**config.mk**
```make
export PLATFORM = sky130hd
export DESIGN_NAME = dnode_ctrl
export DESIGN_NICKNAME = d
export VERILOG_FILES = /design/src/rtl/dnode_pkg.sv /design/src/rtl/dnode_cmd_decode.sv /design/src/rtl/dnode_fmt_regs.sv /design/src/rtl/dnode_rsp_slot.sv /design/src/rtl/dnode_ctrl.sv
export SDC_FILE = /design/constraint.sdc
export NUM_CORES = 1
export LEC_CHECK = 0
export BUFFER_PORTS_ARGS = -buffer_cell sky130_fd_sc_hd__clkbuf_2
export CORE_ASPECT_RATIO = 0.6
export CORE_MARGIN = 2
export CORE_UTILIZATION = 45
export DETAILED_ROUTE_END_ITERATION = 8
export PLACE_DENSITY = 0.72
export RECOVER_POWER = 25
export SETUP_SLACK_MARGIN = 0.2
export SLEW_MARGIN = 20
export SYNTH_ARGS = -nofsm -noshare
export SYNTH_HDL_FRONTEND = slang
export SYNTH_SLANG_ARGS = --single-unit
```
**constraint.sdc**
```tcl
create_clock -name clk -period 2 [get_ports clk]
set_input_delay 0.2 -clock clk [delete_from_list [all_inputs] [get_ports clk]]
set_output_delay 0.2 -clock clk [all_outputs]
set_load 0.005 [all_outputs]
```
**src/rtl/dnode_pkg.sv**
```systemverilog
package dnode_pkg;

  localparam int ADDR_W   = 4;
  localparam int CMD_W    = 4;
  localparam int DATA_W   = 8;
  localparam int NIB_W    = 4;
  localparam int WORD_W   = DATA_W + ADDR_W + CMD_W;
  localparam int SEL_W    = 3;
  localparam int FDATA_N  = 6;

  localparam logic [CMD_W-1:0] CMD_INIT  = 4'b0000;
  localparam logic [CMD_W-1:0] CMD_RINIT = 4'b1111;
  localparam logic [CMD_W-1:0] CMD_CLEAR = 4'b0111;
  localparam logic [CMD_W-1:0] CMD_FMT   = 4'b1010;

  localparam logic [SEL_W-1:0] SEL_CRCLEN = 3'd4;
  localparam logic [SEL_W-1:0] SEL_SHORT  = 3'd5;
  localparam logic [SEL_W-1:0] SEL_MODE   = 3'd7;

  localparam logic [NIB_W-1:0] CRCLEN_MAX   = 4'd8;
  localparam logic [NIB_W-1:0] SHORTLEN_MIN = 4'd8;
  localparam logic [NIB_W-1:0] MODE_ON      = 4'b1111;
  localparam logic [NIB_W-1:0] MODE_OFF     = 4'b0000;

  typedef struct packed {
    logic                take_init;
    logic                take_clear;
    logic                fmt_wr;
    logic                rsp_init;
    logic                rsp_fmt;
    logic [SEL_W-1:0]    sel;
    logic [NIB_W-1:0]    val;
    logic [ADDR_W-1:0]   new_addr;
    logic                sw_req;
  } dec_t;

  function automatic logic [NIB_W-1:0] freg_default(input int idx);
    case (idx)
      0:       return 4'b0001;
      1:       return 4'b0001;
      2:       return 4'b1010;
      3:       return 4'b0000;
      4:       return 4'b0100;
      5:       return 4'b1000;
      default: return 4'b0000;
    endcase
  endfunction

  function automatic logic freg_legal(input int idx, input logic [NIB_W-1:0] v);
    case (idx)
      4:       return (v <= CRCLEN_MAX);
      5:       return (v >= SHORTLEN_MIN);
      default: return 1'b1;
    endcase
  endfunction

endpackage

```
**src/rtl/dnode_cmd_decode.sv**
```systemverilog
module dnode_cmd_decode
  import dnode_pkg::*;
(
  input  logic                 rx_valid,
  input  logic                 rx_long,
  input  logic                 rx_crc_ok,
  input  logic                 rx_on_input,
  input  logic [WORD_W-1:0]    rx_word,
  input  logic                 inited,
  input  logic [ADDR_W-1:0]    my_addr,
  output dec_t                 dec
);

  logic [DATA_W-1:0] f_data;
  logic [ADDR_W-1:0] f_addr;
  logic [CMD_W-1:0]  f_cmd;
  logic [ADDR_W-1:0] f_target;
  logic              word_ok;
  logic              side_ok;
  logic              is_global;
  logic              is_mine;

  assign f_data   = rx_word[WORD_W-1 -: DATA_W];
  assign f_addr   = rx_word[CMD_W +: ADDR_W];
  assign f_cmd    = rx_word[CMD_W-1:0];
  assign f_target = f_data[ADDR_W-1:0];

  assign word_ok   = rx_valid && rx_crc_ok;
  assign side_ok   = ((f_cmd == CMD_INIT) && rx_on_input) ||
                     ((f_cmd == CMD_RINIT) && !rx_on_input);
  assign is_global = (f_addr == '0);
  assign is_mine   = is_global || (f_addr == my_addr);

  always_comb begin
    dec = '0;
    if (word_ok && !inited) begin
      if (rx_long && side_ok && (f_target != '0) &&
          (is_global || (f_addr == f_target))) begin
        dec.take_init = 1'b1;
        dec.rsp_init  = 1'b1;
        dec.new_addr  = f_target;
        dec.sw_req    = f_data[6];
      end
    end else if (word_ok && is_mine) begin
      if (f_cmd == CMD_CLEAR) begin
        dec.take_clear = 1'b1;
      end else if ((f_cmd == CMD_FMT) && rx_long) begin
        dec.sel     = f_data[NIB_W +: SEL_W];
        dec.val     = f_data[NIB_W-1:0];
        dec.fmt_wr  = f_data[DATA_W-1];
        dec.rsp_fmt = !is_global;
      end
    end
  end

endmodule

```
**src/rtl/dnode_fmt_regs.sv**
```systemverilog
module dnode_fmt_regs
  import dnode_pkg::*;
(
  input  logic                          clk,
  input  logic                          rst_n,
  input  logic                          clr,
  input  logic                          wr_en,
  input  logic [SEL_W-1:0]              sel,
  input  logic [NIB_W-1:0]              val,
  output logic [FDATA_N-1:0][NIB_W-1:0] nib_q,
  output logic                          active_q,
  output logic [NIB_W-1:0]              rd_next
);

  logic [FDATA_N-1:0][NIB_W-1:0] nib_d;
  logic                          active_d;
  logic                          mode_wr;

  for (genvar gi = 0; gi < FDATA_N; gi++) begin : g_nib
    localparam int IDX = gi;
    localparam logic [NIB_W-1:0] RST_V = freg_default(IDX);
    logic             hit;
    logic             en;
    logic [NIB_W-1:0] q;
    logic [NIB_W-1:0] d;

    assign hit = wr_en && (sel == IDX[SEL_W-1:0]) && freg_legal(IDX, val);
    assign en  = clr || hit;

    always_comb begin
      if (clr)      d = RST_V;
      else if (hit) d = val;
      else          d = q;
    end

    always_ff @(posedge clk or negedge rst_n) begin
      if (!rst_n)  q <= RST_V;
      else if (en) q <= d;
    end

    assign nib_q[gi] = q;
    assign nib_d[gi] = d;
  end

  assign mode_wr = wr_en && (sel == SEL_MODE);

  always_comb begin
    active_d = active_q;
    if (clr)                             active_d = 1'b0;
    else if (mode_wr && val == MODE_ON)  active_d = 1'b1;
    else if (mode_wr && val == MODE_OFF) active_d = 1'b0;
  end

  always_ff @(posedge clk or negedge rst_n) begin
    if (!rst_n) active_q <= 1'b0;
    else        active_q <= active_d;
  end

  always_comb begin
    rd_next = '0;
    if (sel == SEL_MODE) rd_next = {NIB_W{active_d}};
    for (int k = 0; k < FDATA_N; k++) begin
      if (sel == k[SEL_W-1:0]) rd_next = nib_d[k];
    end
  end

endmodule

```
**src/rtl/dnode_rsp_slot.sv**
```systemverilog
module dnode_rsp_slot
  import dnode_pkg::*;
(
  input  logic              clk,
  input  logic              rst_n,
  input  logic              rx_valid,
  input  logic              load,
  input  logic              long_in,
  input  logic [WORD_W-1:0] word_in,
  output logic              tx_valid,
  output logic              tx_long,
  output logic [WORD_W-1:0] tx_word
);

  logic              valid_d;
  logic              data_en;

  assign valid_d = load;
  assign data_en = rx_valid && load;

  always_ff @(posedge clk or negedge rst_n) begin
    if (!rst_n)        tx_valid <= 1'b0;
    else if (rx_valid) tx_valid <= valid_d;
  end

  always_ff @(posedge clk or negedge rst_n) begin
    if (!rst_n) begin
      tx_long <= 1'b0;
      tx_word <= '0;
    end else if (data_en) begin
      tx_long <= long_in;
      tx_word <= word_in;
    end
  end

endmodule

```
**src/rtl/dnode_ctrl.sv**
```systemverilog
module dnode_ctrl
  import dnode_pkg::*;
(
  input  logic                 clk,
  input  logic                 rst_n,
  input  logic                 rx_valid,
  input  logic                 rx_long,
  input  logic                 rx_crc_ok,
  input  logic                 rx_on_input,
  input  logic [15:0]          rx_word,
  output logic                 tx_valid,
  output logic                 tx_long,
  output logic [15:0]          tx_word,
  output logic                 bus_sw_en,
  output logic                 fmt_active,
  output logic [7:0]           fmt_poly,
  output logic [7:0]           fmt_seed,
  output logic [3:0]           fmt_crc_len,
  output logic [3:0]           fmt_short_len
);

  dec_t                          dec;
  logic                          inited_q, inited_d;
  logic [ADDR_W-1:0]             addr_q, addr_d;
  logic                          sw_q, sw_d;
  logic                          node_en;
  logic [FDATA_N-1:0][NIB_W-1:0] nib_q;
  logic                          active_q;
  logic [NIB_W-1:0]              rd_next;
  logic                          rsp_load;
  logic [WORD_W-1:0]             rsp_word;

  dnode_cmd_decode u_dec (
    .rx_valid    (rx_valid),
    .rx_long     (rx_long),
    .rx_crc_ok   (rx_crc_ok),
    .rx_on_input (rx_on_input),
    .rx_word     (rx_word),
    .inited      (inited_q),
    .my_addr     (addr_q),
    .dec         (dec)
  );

  // node state: next-state logic
  assign node_en = dec.take_clear || dec.take_init;

  always_comb begin
    inited_d = inited_q;
    addr_d   = addr_q;
    sw_d     = sw_q;
    if (dec.take_clear) begin
      inited_d = 1'b0;
      addr_d   = '0;
      sw_d     = 1'b0;
    end else if (dec.take_init) begin
      inited_d = 1'b1;
      addr_d   = dec.new_addr;
      sw_d     = dec.sw_req;
    end
  end

  always_ff @(posedge clk or negedge rst_n) begin
    if (!rst_n) begin
      inited_q <= 1'b0;
      addr_q   <= '0;
      sw_q     <= 1'b0;
    end else if (node_en) begin
      inited_q <= inited_d;
      addr_q   <= addr_d;
      sw_q     <= sw_d;
    end
  end

  dnode_fmt_regs u_fmt (
    .clk      (clk),
    .rst_n    (rst_n),
    .clr      (dec.take_clear),
    .wr_en    (dec.fmt_wr),
    .sel      (dec.sel),
    .val      (dec.val),
    .nib_q    (nib_q),
    .active_q (active_q),
    .rd_next  (rd_next)
  );

  assign rsp_load = dec.rsp_init || dec.rsp_fmt;
  assign rsp_word = dec.rsp_init ? rx_word
                                 : {rx_word[WORD_W-1 -: NIB_W], rd_next, addr_q, CMD_FMT};

  dnode_rsp_slot u_rsp (
    .clk      (clk),
    .rst_n    (rst_n),
    .rx_valid (rx_valid),
    .load     (rsp_load),
    .long_in  (1'b1),
    .word_in  (rsp_word),
    .tx_valid (tx_valid),
    .tx_long  (tx_long),
    .tx_word  (tx_word)
  );

  assign bus_sw_en     = sw_q;
  assign fmt_active    = active_q;
  assign fmt_poly      = active_q ? {nib_q[1], nib_q[0]} : {freg_default(1), freg_default(0)};
  assign fmt_seed      = active_q ? {nib_q[3], nib_q[2]} : {freg_default(3), freg_default(2)};
  assign fmt_crc_len   = active_q ? nib_q[4] : freg_default(4);
  assign fmt_short_len = active_q ? nib_q[5] : freg_default(5);

endmodule

```
* Word-level counts from Yosys, hierarchy flattened
Cells that the tools add are included.
** Word-level totals
- Memories kept :: 0
- Bits in read-only memories :: 0
- Bits in latches :: 0
- Word-level logic and storage cells :: 115
- Register bits after elaboration :: 49
- Input port bits :: 22
- RAM bits :: 0
** Cells by class
- $lt $le $gt $ge :: 2
- Equality and inequality tests :: 12
- Bitwise logic cells :: 0
- Add/sub/neg operators :: 0
- Shift operators :: 0
- Reductions and logical operators :: 42
- Divide/modulo/power cells :: 0
- Multiply operators :: 0
- Muxes and demuxes :: 46
** Operators with widths (number)
- $mux W4 :: 23
- $mux W8 :: 6
- $logic_and A1 B1 Y1 :: 21
- $eq A4 B4 Y1 const B :: 3
- $logic_not A4 Y1 :: 3
- $mux W1 :: 12
- $mux W12 :: 1
- $logic_or A1 B1 Y1 :: 11
- $mux W5 :: 2
- $eq A3 B3 Y1 const B :: 3
- $eq A4 B4 Y1 :: 2
- $eq A3 B2 Y1 const B :: 2
- $eq A4 B3 Y1 const B :: 1
- $ge A4 B4 Y1 const B :: 1
- $le A4 B4 Y1 const B :: 1
- $mux W2 :: 2
- $reduce_bool A4 Y1 :: 1
- $eq A3 B1 Y1 const B :: 1
- $logic_not A1 Y1 :: 3
- $logic_not A3 Y1 :: 1
- $reduce_and A2 Y1 :: 1
- $reduce_bool A2 Y1 :: 1

* Longest topological paths before layout
- Word-level depth :: 20
- Depth in mapped cells :: 9
- Gate-level depth less buffers :: 7

* Cells and area by module
From an unflattened synthesis, not the netlist that was laid out.
** Unflattened totals
- Cells, all modules :: 349
- Area, all modules :: 3308.2 um^2
** Modules (own cells, without submodules)
- dnode_fmt_regs :: sequential area each 633.1 um^2, cells an instance 199, area an instance 1667.8 um^2, instances 1
- dnode_rsp_slot :: sequential area each 450.4 um^2, cells an instance 39, area an instance 710.7 um^2, instances 1
- dnode_ctrl :: sequential area each 150.1 um^2, cells an instance 60, area an instance 546.8 um^2, instances 1
- dnode_cmd_decode :: sequential area each 0.0 um^2, cells an instance 51, area an instance 382.9 um^2, instances 1

* Worst setup path after synthesis
OpenSTA, ideal clock, no wires.
- Path kind :: register to register
- From :: register inited_q
- To :: register u_rsp.tx_word[11]
- Cell stages (with the launch flop) :: 9
- Period minus slack after synthesis :: 2217 ps
- Setup slack :: -217 ps
- Data required time :: 1923 ps
- Arrival time :: 2140 ps
- Buffers on the path :: 1
- Cells stage by stage :: dfrtp_1 > buf_2 > nand4_1 > or3_1 > or4_1 > mux2i_1 > a221o_1 > o2bb2ai_1 > a21oi_1
** Between the ends
- Cells in the longest elaborated chain, start to end :: 17
** Ends and longest elaborated chain
- start, declared :: line dnode_ctrl.sv:23 : logic inited_q, inited_d;
- start signal, assigned :: line dnode_ctrl.sv:68 : inited_q <= inited_d;
- $logic_not A1 Y1 * :: line dnode_cmd_decode.sv:36 : if (word_ok && !inited) begin
- $logic_and A1 B1 Y1 * :: line dnode_cmd_decode.sv:36
- $mux W8 :: line dnode_cmd_decode.sv:36
- $eq A3 B3 Y1 :: line dnode_fmt_regs.sv:45, dnode_fmt_regs.sv:61
- $logic_and A1 B1 Y1 :: line dnode_fmt_regs.sv:45 : assign mode_wr = wr_en && (sel == SEL_MODE);
- $logic_and A1 B1 Y1 :: line dnode_fmt_regs.sv:51 : else if (mode_wr && val == MODE_OFF) active_d = 1'b0;
- $mux W1 :: line dnode_fmt_regs.sv:51
- $mux W1 :: line dnode_fmt_regs.sv:50 : else if (mode_wr && val == MODE_ON) active_d = 1'b1;
- $mux W1 :: line dnode_fmt_regs.sv:49 : if (clr) active_d = 1'b0;
- $mux W4 :: line dnode_fmt_regs.sv:61 : if (sel == SEL_MODE) rd_next = {NIB_W{active_d}};
- $mux W4 (6 in series) :: line dnode_fmt_regs.sv:63 : if (sel == k[SEL_W-1:0]) rd_next = nib_d[k];
- $mux W12 :: line dnode_ctrl.sv:87 : assign rsp_word = dec.rsp_init ? rx_word
- end signal, assigned :: line dnode_rsp_slot.sv:32 : tx_word <= word_in;
- end, declared :: line dnode_rsp_slot.sv:12 : output logic [WORD_W-1:0] tx_word
Every way passes the cells marked *; elsewhere a longest branch is shown, timed or not.
A chain may end at the register's enable or synchronous reset.

* Worst setup path in the final report
- From :: register addr_q[2]
- To :: register u_rsp.tx_word[8]
** Between the ends
- Cells in the longest elaborated chain, start to end :: 19
** Ends and longest elaborated chain
- start, declared :: line dnode_ctrl.sv:24 : logic [ADDR_W-1:0] addr_q, addr_d;
- start signal, assigned :: line dnode_ctrl.sv:69 : addr_q <= addr_d;
- $eq A4 B4 Y1 * :: line dnode_cmd_decode.sv:32 : assign is_mine = is_global || (f_addr == my_addr);
- $logic_or A1 B1 Y1 * :: line dnode_cmd_decode.sv:32
- $logic_and A1 B1 Y1 * :: line dnode_cmd_decode.sv:44 : end else if (word_ok && is_mine) begin
- $mux W8 :: line dnode_cmd_decode.sv:44
- $mux W8 :: line dnode_cmd_decode.sv:36
- $eq A3 B3 Y1 :: line dnode_fmt_regs.sv:45, dnode_fmt_regs.sv:61
- $logic_and A1 B1 Y1 :: line dnode_fmt_regs.sv:45
- $logic_and A1 B1 Y1 :: line dnode_fmt_regs.sv:51
- $mux W1 :: line dnode_fmt_regs.sv:51
- $mux W1 :: line dnode_fmt_regs.sv:50
- $mux W1 :: line dnode_fmt_regs.sv:49
- $mux W4 :: line dnode_fmt_regs.sv:61
- $mux W4 (6 in series) :: line dnode_fmt_regs.sv:63
- $mux W12 :: line dnode_ctrl.sv:87
Marked as above.

==> results.json <==
{
  "gr-total-overflow": 0,
  "num_vias": 4303,
  "hp-class": "in2async",
  "cts.sink_count": 49,
  "io_pins": 66,
  "period_minus_slack_ps": 2370,
  "ys.warnings.count": 0,
  "die_y_um": 70.4,
  "drc": 0,
  "fin_nets": 638,
  "grt_max_degree": 50,
  "relSlewSlack_pct": 14.7,
  "clkTransAtPathRegs_ps": 80,
  "numPortBuffers": 65,
  "setup_violations": 26,
  "die_area_um2": 8070,
  "finalNonFillerCells": 708,
  "rsz0062_at_grt": "true",
  "cts_tree": "built",
  "crit_fanout": 3,
  "cp.required_ps": 2190,
  "tightest_slew_ps": 1280,
  "reg2reg_from": "addr_q[2]$_DFFE_PN0P_",
  "initial_core_util_pct": 46.1,
  "fmax_mhz": 422,
  "rr_worst_depth": 10,
  "antenna_found_initial": 0,
  "endpoint_kind": "flop",
  "place_inst": 666,
  "rrSetupSlack_ps": -370,
  "dpl-instance-area_um2": 4730,
  "first_global_vias": 4094,
  "critPathLaunchType": "flop",
  "numCtsBuffers": 5,
  "drv_slew": 0,
  "reg2reg_to": "u_rsp.tx_word[8]$_DFFE_PN0P_",
  "syn_area_um2": 3310,
  "ys_seq_area_share_pct": 37.3,
  "viasPerCell": 6.08,
  "yosys.cell_types.count": 62,
  "drive_gt1_share_pct": 55.9,
  "wirelength_mm": 14.8,
  "synth.avg_cell_area_um2": 8.31,
  "htree_levels": 2,
  "leakagePower_nw": 2.62,
  "dp_hpwl_mm": 10.7,
  "finalClockSkew_ps": 12.9,
  "clkLatencyLatePin_ps": 300,
  "worst_path_most_repeated_cell": "buf_4",
  "clockBufferDepth": 2,
  "critPathKind": "reg2reg",
  "multiInputGateArea_um2": 2400,
  "synthFlopType": "dfrtp_1",
  "synthToLayoutAreaGrowth_pct": 72.9,
  "power_density_nw_per_um2": 404,
  "wl_per_cell_um": 21.0,
  "slowest_delay_ps": 440,
  "total_power_mw": 2.31,
  "hold_viol": 0,
  "synthArstFlopShare_pct": 100,
  "status": "complete, but fails checks",
  "violations": "setup timing",
  "first_pass_iters": 6,
  "cts_root_buf": "clkbuf_16",
  "maxCapViolCount": 0,
  "crit_start": "addr_q[2]$_DFFE_PN0P_",
  "period_share_pct": 119,
  "track_usage_pct": 37.1,
  "peakVddDrop_uv": 474,
  "n_antenna_cell": 0,
  "fin_ws_ps": -372,
  "synthCells": 398,
  "cp_cell_sequence": "xnor2_2 > buf_4 > a41o_1 > buf_4 > nand4_1 > buf_4 > mux2_4 > nor4b_4 > o21bai_1 > a21oi_1",
  "die_w_um": 115,
  "cts_hold_buf": 0,
  "seq_area_um2": 1230,
  "crit_arrival_ps": 2560,
  "ys_ff_latch": 49,
  "crit_slowest_cell": "dfrtp_1",
  "syn-num-nets": 420,
  "fp-row-count": 24,
  "fillers": 481,
  "grt_first_pass_wirelength_mm": 22.2,
  "place.gp.congestion": 1.03,
  "coreArea_um2": 7180,
  "whs_ps": 239,
  "fin_area_um2": 5720,
  "synth_edf_count": 0,
  "drt_iter0_drc": 499,
  "final_antenna_net_count": 0
}
## where the power goes
| group | switching (mW) | internal (mW) |
|---|---|---|
| logic | 0.227 | 0.173 |
| registers | 0.0150 | 1.01 |
| clock network | 0.414 | 0.467 |
## layout by cell type (no fill, tap or decap), types with 5 or more instances in the layout
| cell type | n |
|---|---|
| dfrtp_1 | 42 |
| or3_1 | 5 |
| dfstp_2 | 6 |
| nor3_1 | 10 |
| nand3_1 | 20 |
| nor2_4 | 5 |
| clkbuf_16 | 5 |
| and3_1 | 8 |
| buf_4 | 123 |
| o21ai_0 | 6 |
| o21ai_2 | 15 |
| a31oi_1 | 5 |
| buf_6 | 41 |
| nand3_2 | 9 |
| clkbuf_2 | 66 |
| inv_1 | 11 |
| and2_1 | 23 |
| nand2_2 | 12 |
| nand2b_1 | 8 |
| o21ai_1 | 11 |
| nor2_1 | 17 |
| nand2_1 | 39 |
| nand4_1 | 14 |
| a21oi_1 | 9 |
## through the flow
stage	setup slack [ps]	util, %	setup TNS, ps
after floorplan	-100	-	-214
after global placement	-458	65.9	-1690
after detailed placement	-428	65.9	-2230
after CTS	-313	75.6	-1220
after global routing	-441	79.6	-6510
final	-372	79.6	-3320
## worst max-delay path: cells and delay by family (launching register included)
kind,cells,cell delay [ps]
muxes,1,320
xor gates and xnor gates,1,230
and+or+nand+nor,2,340
DFF,1,440
AOI/OAI and AO/OA,3,450
buffers and inverters,3,480
## metal layers
metal	vias up	global-route usage [%]	share of wire, %	wire length (um)
li1	1902	-	-	-
met1	2066	54.5	43	6410
met2	270	52.3	41	6130
met3	65	12.0	13	1870
met4	0	9.49	2.9	430
met5	-	0	0	0
## area by class of cell
type | instances | area share, %
Sequential cell | 49 | 21.6
Inverter | 12 | 0.788
Clock buffer | 5 | 2.19
Timing Repair Buffer | 233 | 31.0
Multi-Input combinational cell | 315 | 42.1
Clock inverter | 3 | 0.394
Tap cell | 91 | 1.99
## Yosys cell counts, drive strengths merged (3+ instances only)
master / instances / share of area [%]
a31oi: 6 / 1.6
nand4: 14 / 2.6
dfrtp: 43 / 33
or3: 8 / 1.5
nand3: 33 / 5.0
nand2: 51 / 5.8
a21oi: 14 / 2.2
a22o: 3 / 0.79
nor2: 23 / 2.6
or2: 3 / 0.57
inv: 12 / 1.4
nand2b: 8 / 1.5
o21a: 4 / 0.91
o21ai: 32 / 4.8
clkbuf: 14 / 1.6
mux2i: 6 / 2.2
xnor2: 8 / 2.1
o31ai: 3 / 0.68
and2: 23 / 4.4
or4: 6 / 1.6
and3: 9 / 1.7
o211ai: 3 / 0.68
a41oi: 3 / 1.0
buf: 8 / 1.2
nor3: 17 / 3.0
nor4: 4 / 1.1
dfstp: 6 / 4.8
## how the worst max path moves through the flow
stage / to / cells after the start
2_1_floorplan: u_rsp.tx_word[11]$_DFFE_PN0P_ / 7
3_3_place_gp: u_rsp.tx_word[11]$_DFFE_PN0P_ / 7
3_5_place_dp: u_rsp.tx_word[11]$_DFFE_PN0P_ / 7
4_1_cts: u_rsp.tx_word[11]$_DFFE_PN0P_ / 7
5_1_grt: u_rsp.tx_word[8]$_DFFE_PN0P_ / 10
6_report: u_rsp.tx_word[8]$_DFFE_PN0P_ / 10
## flip-flops by register name, indices dropped and copies added, names as in the netlist
name,cells
u_rsp.tx_valid,1
bus_sw_en,1
u_fmt.active_q,1
u_fmt.g_nib.q,24
u_rsp.tx_word,16
addr_q,4
inited_q,1
u_rsp.tx_long,1
## logic make-up after synthesis
family / after synthesis / synth area share [%]
mux: 8 / 2.88
xor+xnor: 8 / 2.12
buf+inv: 34 / 4.16
compound gates: 89 / 18.6
simple gates: 210 / 34.9
flops: 49 / 37.3
## what timing repair did
| item | CTS | global route |
|---|---|---|
| gates resized for setup | 112 | 49 |
| pin swaps | 32 | 22 |
| gates cloned | 1 | 0 |
| buffers inserted | 18 | 15 |
| setup endpoints to repair | 42 | 49 |
Power figures use the tool's default switching activity.
